$ cat config.mk
export PLATFORM = sky130hd
export DESIGN_NAME = flash_cmd_seq
export DESIGN_NICKNAME = d
export VERILOG_FILES = /design/src/rtl/flash_seq_pkg.sv /design/src/rtl/flash_byte_array.sv /design/src/rtl/flash_seq_fsm.sv /design/src/rtl/flash_cmd_seq.sv
export SDC_FILE = /design/constraint.sdc
export NUM_CORES = 1
export LEC_CHECK = 0
export BUFFER_PORTS_ARGS = -buffer_cell sky130_fd_sc_hd__buf_4
export CELL_PAD_IN_SITES_DETAIL_PLACEMENT = 2
export CELL_PAD_IN_SITES_GLOBAL_PLACEMENT = 2
export CORE_ASPECT_RATIO = 1.25
export CORE_MARGIN = 2
export CORE_UTILIZATION = 44
export CTS_BUF_LIST = sky130_fd_sc_hd__clkbuf_8 sky130_fd_sc_hd__clkbuf_16
export DETAILED_ROUTE_END_ITERATION = 10
export GPL_TIMING_DRIVEN = 0
export PLACE_DENSITY_LB_ADDON = 0.1
export SYNTH_ARGS = -nofsm -noshare
export SYNTH_HDL_FRONTEND = slang
export SYNTH_SLANG_ARGS = --single-unit
$ cat constraint.sdc
create_clock -name clk -period 3.6 [get_ports clk]
set_clock_uncertainty 0.05 [all_clocks]
set_input_delay 0.72 -clock clk [delete_from_list [all_inputs] [get_ports clk]]
set_output_delay 0.72 -clock clk [all_outputs]
set_load 0.1 [all_outputs]
$ cat src/rtl/flash_seq_pkg.sv
package flash_seq_pkg;

  typedef enum logic [3:0] {
    ST_READ, ST_UNL2, ST_CMD, ST_PROG, ST_ID,
    ST_EU1, ST_EU2, ST_ESEL, ST_BUSY, ST_CFI
  } seq_state_e;

  typedef enum logic [1:0] {
    RM_ARRAY  = 2'd0,
    RM_IDENT  = 2'd1,
    RM_STATUS = 2'd2,
    RM_QUERY  = 2'd3
  } rd_mode_e;

  localparam logic [7:0] C_KEY_A   = 8'hAA;
  localparam logic [7:0] C_KEY_B   = 8'h55;
  localparam logic [7:0] C_ERASE   = 8'h80;
  localparam logic [7:0] C_IDENT   = 8'h90;
  localparam logic [7:0] C_PROG    = 8'hA0;
  localparam logic [7:0] C_BYPASS  = 8'h20;
  localparam logic [7:0] C_QUERY   = 8'h98;
  localparam logic [7:0] C_ABORT   = 8'hF0;
  localparam logic [7:0] C_CHIP    = 8'h10;
  localparam logic [7:0] C_SECTOR  = 8'h30;
  localparam logic [7:0] C_BYP_OFF = 8'h00;
  localparam int         QUERY_WORD = 'h55;

  // byte offset -> device word index
  function automatic logic [31:0] word_index(logic [31:0] off, int nbytes);
    if (nbytes == 4) return off >> 2;
    if (nbytes == 2) return off >> 1;
    return off;
  endfunction

  // data byte that lands on lane 'lane' of an nbytes-wide word
  function automatic logic [7:0] lane_pick(logic [31:0] data, int lane,
                                           int nbytes, logic big);
    int sel;
    sel = big ? (nbytes - 1 - lane) : lane;
    return data[8*sel +: 8];
  endfunction

  function automatic logic [7:0] status_after_prog(logic d7);
    return {~d7, 7'h7F};
  endfunction

endpackage

$ cat src/rtl/flash_byte_array.sv
module flash_byte_array
  import flash_seq_pkg::*;
#(
  parameter int DEV_BYTES  = 2,
  parameter int SECT_BYTES = 16,
  parameter int NUM_SECT   = 4
) (
  input  logic                                      clk,
  input  logic                                      rst,
  input  logic                                      prog_go,
  input  logic                                      erase_go,
  input  logic                                      erase_all,
  input  logic                                      big_end,
  input  logic [$clog2(SECT_BYTES*NUM_SECT)-1:0]    addr,
  input  logic [8*DEV_BYTES-1:0]                    data,
  input  logic [$clog2(SECT_BYTES*NUM_SECT)-1:0]    peek_addr,
  output logic [7:0]                                peek_data
);
  localparam int MEM_BYTES = SECT_BYTES * NUM_SECT;
  localparam int MEM_AW    = $clog2(MEM_BYTES);
  localparam int SECT_AW   = $clog2(SECT_BYTES);
  localparam logic [MEM_AW-1:0] ALIGN_MASK = ~(MEM_AW'(DEV_BYTES - 1));

  logic [7:0]        mem [MEM_BYTES];
  logic [7:0]        lane_byte [DEV_BYTES];
  logic [MEM_AW-1:0] lane_idx  [DEV_BYTES];
  logic [DEV_BYTES-1:0] lane_we;
  logic [MEM_AW-1:0] word_base;
  logic [MEM_AW-SECT_AW-1:0] sect_sel;
  logic [MEM_AW-1:0] sect_base;

  assign word_base = addr & ALIGN_MASK;
  assign sect_sel  = addr[MEM_AW-1:SECT_AW];
  assign sect_base = MEM_AW'(sect_sel) << SECT_AW;

  for (genvar i = 0; i < DEV_BYTES; i++) begin : g_lane
    assign lane_byte[i] = lane_pick(32'(data), i, DEV_BYTES, big_end);
    assign lane_we[i]   = prog_go;
    assign lane_idx[i]  = word_base + MEM_AW'(i);

    // programming never sets a bit that was clear
    p_clear_only_r7: assert property (@(posedge clk) disable iff (rst)
      lane_we[i] && !erase_go |=>
        (mem[$past(lane_idx[i])] & ~$past(mem[lane_idx[i]])) == 8'h00);
  end

  always_ff @(posedge clk) begin
    for (int k = 0; k < MEM_BYTES; k++) begin
      if (erase_go && (erase_all || (k >> SECT_AW) == int'(sect_sel)))
        mem[k] <= 8'hFF;
      else if (lane_we[k % DEV_BYTES] && (MEM_AW'(k) & ALIGN_MASK) == word_base)
        mem[k] <= mem[k] & lane_byte[k % DEV_BYTES];
    end
  end

  assign peek_data = mem[peek_addr];

  p_sector_fill_r9: assert property (@(posedge clk) disable iff (rst)
    erase_go |=> mem[$past(sect_base)] == 8'hFF);

endmodule

$ cat src/rtl/flash_seq_fsm.sv
module flash_seq_fsm
  import flash_seq_pkg::*;
#(
  parameter int DEV_BYTES = 2,
  parameter int BUS_AW    = 12,
  parameter int UNLOCK0   = 'h555,
  parameter int UNLOCK1   = 'h2AA
) (
  input  logic              clk,
  input  logic              rst,
  input  logic              wr_en,
  input  logic [BUS_AW-1:0] wr_addr,
  input  logic [7:0]        cmd,
  input  logic              erase_done,
  output logic              prog_go,
  output logic              erase_go,
  output logic              erase_all,
  output logic [1:0]        rd_mode,
  output logic [7:0]        status,
  output logic              in_bypass,
  output logic              erase_start,
  output logic              erase_chip
);
  seq_state_e state, nxt;
  logic nbyp;
  logic [BUS_AW-1:0] widx;
  logic hit0, hit1, hitq;
  logic ev_abort, ev_done;

  assign widx = BUS_AW'(word_index(32'(wr_addr), DEV_BYTES));
  assign hit0 = (widx == BUS_AW'(UNLOCK0));
  assign hit1 = (widx == BUS_AW'(UNLOCK1));
  assign hitq = (widx == BUS_AW'(QUERY_WORD));
  assign ev_abort = wr_en && (cmd == C_ABORT) && (state != ST_PROG);
  assign ev_done  = (state == ST_BUSY) && erase_done && !ev_abort;

  always_comb begin
    nxt = state; nbyp = in_bypass;
    prog_go = 1'b0; erase_go = 1'b0; erase_all = 1'b0;
    if (state == ST_BUSY) begin
      if (erase_done) nxt = in_bypass ? ST_CMD : ST_READ;
    end else if (wr_en) begin
      nxt = ST_READ; nbyp = 1'b0;       // default on mismatch
      unique case (state)
        ST_READ, ST_EU1: begin
          if (hitq && cmd == C_QUERY) begin nxt = ST_CFI; nbyp = in_bypass; end
          else if (hit0 && cmd == C_KEY_A) begin
            nxt = (state == ST_READ) ? ST_UNL2 : ST_EU2; nbyp = in_bypass;
          end
        end
        ST_UNL2: if (hit1 && cmd == C_KEY_B) begin nxt = ST_CMD; nbyp = in_bypass; end
        ST_EU2:  if (hit1 && cmd == C_KEY_B) begin nxt = ST_ESEL; nbyp = in_bypass; end
        ST_CMD: if (in_bypass || hit0) begin
          nbyp = in_bypass;
          unique case (cmd)
            C_BYPASS: begin nxt = ST_CMD; nbyp = 1'b1; end
            C_ERASE:  nxt = ST_EU1;
            C_IDENT:  nxt = ST_ID;
            C_PROG:   nxt = ST_PROG;
            default:  begin nxt = ST_READ; nbyp = 1'b0; end
          endcase
        end
        ST_PROG: begin
          prog_go = 1'b1; nbyp = in_bypass;
          nxt = in_bypass ? ST_CMD : ST_READ;
        end
        ST_ID: if (!(in_bypass && cmd == C_BYP_OFF) && hitq && cmd == C_QUERY) begin
          nxt = ST_CFI; nbyp = in_bypass;
        end
        ST_ESEL: begin
          if ((cmd == C_CHIP && hit0) || cmd == C_SECTOR) begin
            erase_go = 1'b1; erase_all = (cmd == C_CHIP);
            nxt = ST_BUSY; nbyp = in_bypass;
          end
        end
        default: ;
      endcase
    end
    if (ev_abort) begin
      nxt = ST_READ; nbyp = 1'b0; erase_go = 1'b0;
    end
  end

  always_ff @(posedge clk) begin
    if (rst) begin
      state <= ST_READ; in_bypass <= 1'b0; status <= 8'h00;
      erase_start <= 1'b0; erase_chip <= 1'b0;
    end else begin
      state <= nxt; in_bypass <= nbyp;
      erase_start <= erase_go;
      erase_chip  <= erase_go && erase_all;
      if (prog_go)       status <= status_after_prog(cmd[7]);
      else if (erase_go) status <= 8'h00;
      else if (ev_done)  status <= status ^ 8'h80;
    end
  end

  always_comb begin
    unique case (state)
      ST_ID:            rd_mode = RM_IDENT;
      ST_PROG, ST_BUSY: rd_mode = RM_STATUS;
      ST_CFI:           rd_mode = RM_QUERY;
      default:          rd_mode = RM_ARRAY;
    endcase
  end

  p_abort_idle_r6: assert property (@(posedge clk) disable iff (rst)
    ev_abort |=> rd_mode == RM_ARRAY && !in_bypass);
  p_start_pulse_r9: assert property (@(posedge clk) disable iff (rst)
    erase_start |=> !erase_start);
  p_busy_hold_r10: assert property (@(posedge clk) disable iff (rst)
    state == ST_BUSY && !erase_done && !ev_abort |=> rd_mode == RM_STATUS);
  p_done_flip_r10: assert property (@(posedge clk) disable iff (rst)
    ev_done |=> status[7] != $past(status[7]));
  p_query_leave_r5: assert property (@(posedge clk) disable iff (rst)
    state == ST_CFI && wr_en |=> rd_mode == RM_ARRAY);
  p_prog_status_r7: assert property (@(posedge clk) disable iff (rst)
    prog_go |=> status[6:0] == 7'h7F);

endmodule

$ cat src/rtl/flash_cmd_seq.sv
module flash_cmd_seq
  import flash_seq_pkg::*;
#(
  parameter int DEV_BYTES  = 2,
  parameter int BUS_AW     = 12,
  parameter int SECT_BYTES = 16,
  parameter int NUM_SECT   = 4,
  parameter int UNLOCK0    = 'h555,
  parameter int UNLOCK1    = 'h2AA
) (
  input  logic                                   clk,
  input  logic                                   rst,
  input  logic                                   wr_en,
  input  logic [BUS_AW-1:0]                      wr_addr,
  input  logic [8*DEV_BYTES-1:0]                 wr_data,
  input  logic                                   big_end,
  input  logic                                   erase_done,
  output logic [1:0]                             rd_mode,
  output logic [7:0]                             status,
  output logic                                   in_bypass,
  output logic                                   erase_start,
  output logic                                   erase_chip,
  input  logic [$clog2(SECT_BYTES*NUM_SECT)-1:0] peek_addr,
  output logic [7:0]                             peek_data
);
  localparam int MEM_AW = $clog2(SECT_BYTES * NUM_SECT);

  logic prog_go, erase_go, erase_all;

  flash_seq_fsm #(
    .DEV_BYTES(DEV_BYTES), .BUS_AW(BUS_AW),
    .UNLOCK0(UNLOCK0), .UNLOCK1(UNLOCK1)
  ) u_fsm (
    .clk(clk), .rst(rst), .wr_en(wr_en), .wr_addr(wr_addr),
    .cmd(wr_data[7:0]), .erase_done(erase_done),
    .prog_go(prog_go), .erase_go(erase_go), .erase_all(erase_all),
    .rd_mode(rd_mode), .status(status), .in_bypass(in_bypass),
    .erase_start(erase_start), .erase_chip(erase_chip)
  );

  flash_byte_array #(
    .DEV_BYTES(DEV_BYTES), .SECT_BYTES(SECT_BYTES), .NUM_SECT(NUM_SECT)
  ) u_mem (
    .clk(clk), .rst(rst), .prog_go(prog_go), .erase_go(erase_go),
    .erase_all(erase_all), .big_end(big_end),
    .addr(wr_addr[MEM_AW-1:0]), .data(wr_data),
    .peek_addr(peek_addr), .peek_data(peek_data)
  );

endmodule

==> key figures <==
Outcome
  – Status: finished, violations left
  – Failing checks: negative setup slack

Power and ir drop
  – Lkg Pwr: 9.808 nW
  – Comb pwr share: 0.062
  – Cell-internal power: 0.009858 W
  – Max IR drop VDD: 0.3983 mV
  – Pwr Density: 446.2 nW/um2
  – Seq pwr share: 0.506
  – Switching part of the total: 0.2384
  – Clock network fraction of design power: 0.432
  – Switching power of the nets: 0.003086 W

Route
  – Routed WL: 96,700 um
  – Met2 WL: 49,450 um
  – # DRC: 0
  – Met3 wire len: 5394 um
  – Vias per cell: 6.211
  – First-pass DRT Iterations: 5
  – Wl on met1: 35,660 um
  – Iter 0 DRT Violations: 1,534
  – Top layer in use: met4
  – Routed WL per cell: 32.90 um
  – Via count: 18,250
  – DRT antenna net count: 0

Critical path
  – CP Launch Type: primary input
  – Critical Path RT: 2.83 ns
  – Max FO, Critical Path: 7
  – CP Class: primary input to output pin
  – CP endpoint kind: output pin
  – WP data arrival: 2.86 ns
  – R2R cell count: 7

Layout
  – Register area: 15,550 um2
  – Commonest cells after routing, fill and taps aside: 822 x nand2_1, 512 x edfxtp_1, 128 x mux4_2, 112 x a21o_1, 79 x clkbuf_1
  – Post-Route Utilization: 0.5162
  – Area of the multi-input gates: 9173 um2
  – Layout overhead on the synthesized area: 15.88%
  – Most common cell after layout, fill and taps aside: nand2_1
  – Share of layout cells above drive strength 1: 0.2089
  – NumNets Final: 2,196
  – FILL cells: 5,393
  – Antenna cell count: 0

Yosys
  – Post-synth ARST share: 0
  – Distinct cell type count after synthesis: 55
  – Syn. warnings: 0
  – Top_reg_cell synth: edfxtp_1
  – Mapped Avg Cell Area: 12.29 um2
  – Post-Syn Instances: 2,037
  – Sequential area share after synthesis: 0.6214
  – Post-synth top area cell: edfxtp_1
  – Area contributors post-synth: edfxtp_1 61%, nand2_1 12%, mux4_2 12%
  – Synth Register Bits: 521
  – Post-synth top area share: 0.6142
  – Number of synthesized flops with an enable pin: 512
  – Syn nets: 2,076
  – Synth Cell Area: 25,030 um2

Floorplanning
  – Placeable Area: 56,190 um2
  – Initial core utilization: 0.4455
  – Ports: 60
  – Die height: 270.7 um
  – Die X-Extent: 217.3 um
  – FP Rows: 97
  – Die Area: 58,830 um2

CTS
  – Max Buffers Root-to-Sink: 3
  – Worst-skew pair later-pin latency: 0.61 ns
  – CTS Buf Count: 54
  – # hold bufs at CTS: 0
  – Sinks on Clock Net: 521
  – Root buf cell: clkbuf_16
  – Htree depth: 2
  – Worst-path clk slew: 0.07 ns
  – CTS tree: done

Timing
  – Worst relative slew slack: 0.05887
  – Setup ws final: -0.03252 ns
  – Fin crit share: 1.009
  – RSZ-0062 raised after global routing: yes
  – Final setup vio count: 22
  – Final min period: 3.633 ns
  – Worst-Margin Slew: 1.412 ns
  – Final slew viol count: 0
  – Fmax: 0.2753 GHz
  – Final hold violations: 0
  – Hold_ws: 0.2678 ns

Global route
  – Global-route wire length before repair: 141,000 um
  – Initial antenna violation count: 0
  – Number of global-route vias before repair: 20,370
  – Grt ovf: 0
  – Largest net degree at the start of global routing: 17
  – Overall routing resource usage: 0.3331

Hold path
  – Hold depth: 2
  – Worst hold path class: primary input to register

Job
  – Max_cap viols: 0

Placed design
  – Gpl congestion: 0.9282
  – Post-DP HPWL: 67,870 um
  – I/O Buffers: 51
-- synthesized netlist by cell type (13+ instances only) --
master,instances
a21o_1,112
a21oi_1,40
a22oi_1,64
buf_2,31
buf_4,13
clkbuf_1,92
edfxtp_1,512
mux2_2,15
mux4_2,128
nand2_1,827
nand3_1,14
nor2_1,28
o21ai_0,31
-- kinds of logic after synthesis --
kind of cell    after synthesis  share of synthesized area
simple gates                951                     0.1550
flops                       521                     0.6214
compound gates              263                    0.07248
buf+inv                     156                    0.02809
mux                         145                     0.1227
xor+xnor                      1                  0.0003499
-- registers in the layout (all words and copies together), names as in the netlist --
signal             cells
u_fsm.erase_chip       1
u_fsm.state            4
u_fsm.status           2
u_fsm.erase_start      1
u_fsm.in_bypass        1
u_mem.mem            512
-- power by group through the flow --
| stage | Combinational, W | Sequential [W] | Clock, W |
|---|---|---|---|
| 2_1_floorplan | 0.000328 | 0.00668 | 0 |
| 3_3_place_gp | 0.000690 | 0.00669 | 0 |
| 3_5_place_dp | 0.000705 | 0.00669 | 0 |
| 4_1_cts | 0.000788 | 0.00655 | 0.00562 |
| 5_1_grt | 0.000810 | 0.00655 | 0.00585 |
| 6_report | 0.000800 | 0.00655 | 0.00559 |
-- per-layer routing --
metal | GRT usage | up-vias
li1 | - | 7664
met1 | 0.3926 | 9674
met2 | 0.5786 | 683
met3 | 0.04767 | 233
met4 | 0.1954 | 0
met5 | 0 | -
-- area by class of cell --
cell class / count / share of cell area
buffer: 150 / 0.03472
timing repair buffer: 64 / 0.02221
clock buffer: 55 / 0.04745
multi-input combinational: 1360 / 0.3162
sequential: 521 / 0.5362
inverter: 6 / 0.0007764
tap: 742 / 0.03200
clock inverter: 41 / 0.01040
-- timing repair --
| action | CTS | global route |
|---|---|---|
| resized for setup | 171 | 35 |
| gates cloned | 4 | 0 |
| pin swaps | 13 | 13 |
| endpoints found under the setup margin | 75 | 336 |
| buffers inserted | 3 | 0 |
-- worst max-delay path, cell delays in order --
cell	delay (ns)
buf_16	0.15
buf_12	0.15
mux4_2	0.60
a22oi_2	0.31
a21oi_1	0.12
or4_4	0.59
buf_6	0.21
-- per-stage QoR --
step | instance area [um2] | total power (W) | TNS, ns | instances | setup WS [ns]
2_1_floorplan | 25060 | 0.007013 | 0 | 2037 | 0.1559
3_3_place_gp | 26370 | 0.007375 | -429.08 | 2830 | -1.504
3_5_place_dp | 26500 | 0.007390 | -269.44 | 2837 | -1.301
4_1_cts | 28940 | 0.01297 | -0.08373 | 2940 | -0.03176
5_1_grt | 29010 | 0.01322 | -11.78 | 2939 | -0.1415
6_report | 29010 | 0.01294 | -0.1220 | 2939 | -0.03252
-- worst paths after layout --
check,startpoint,to,slack (ns)
worst max-delay path,peek_addr[0],peek_data[1],-0.03
worst min register to register,u_mem.mem[27][1],u_mem.mem[27][1],0.50
worst min-delay path,rst,u_fsm.status[5],0.27
worst max register to register,u_fsm.state[0],u_mem.mem[19][4],-0.01
(Power assumes the default switching activity.)
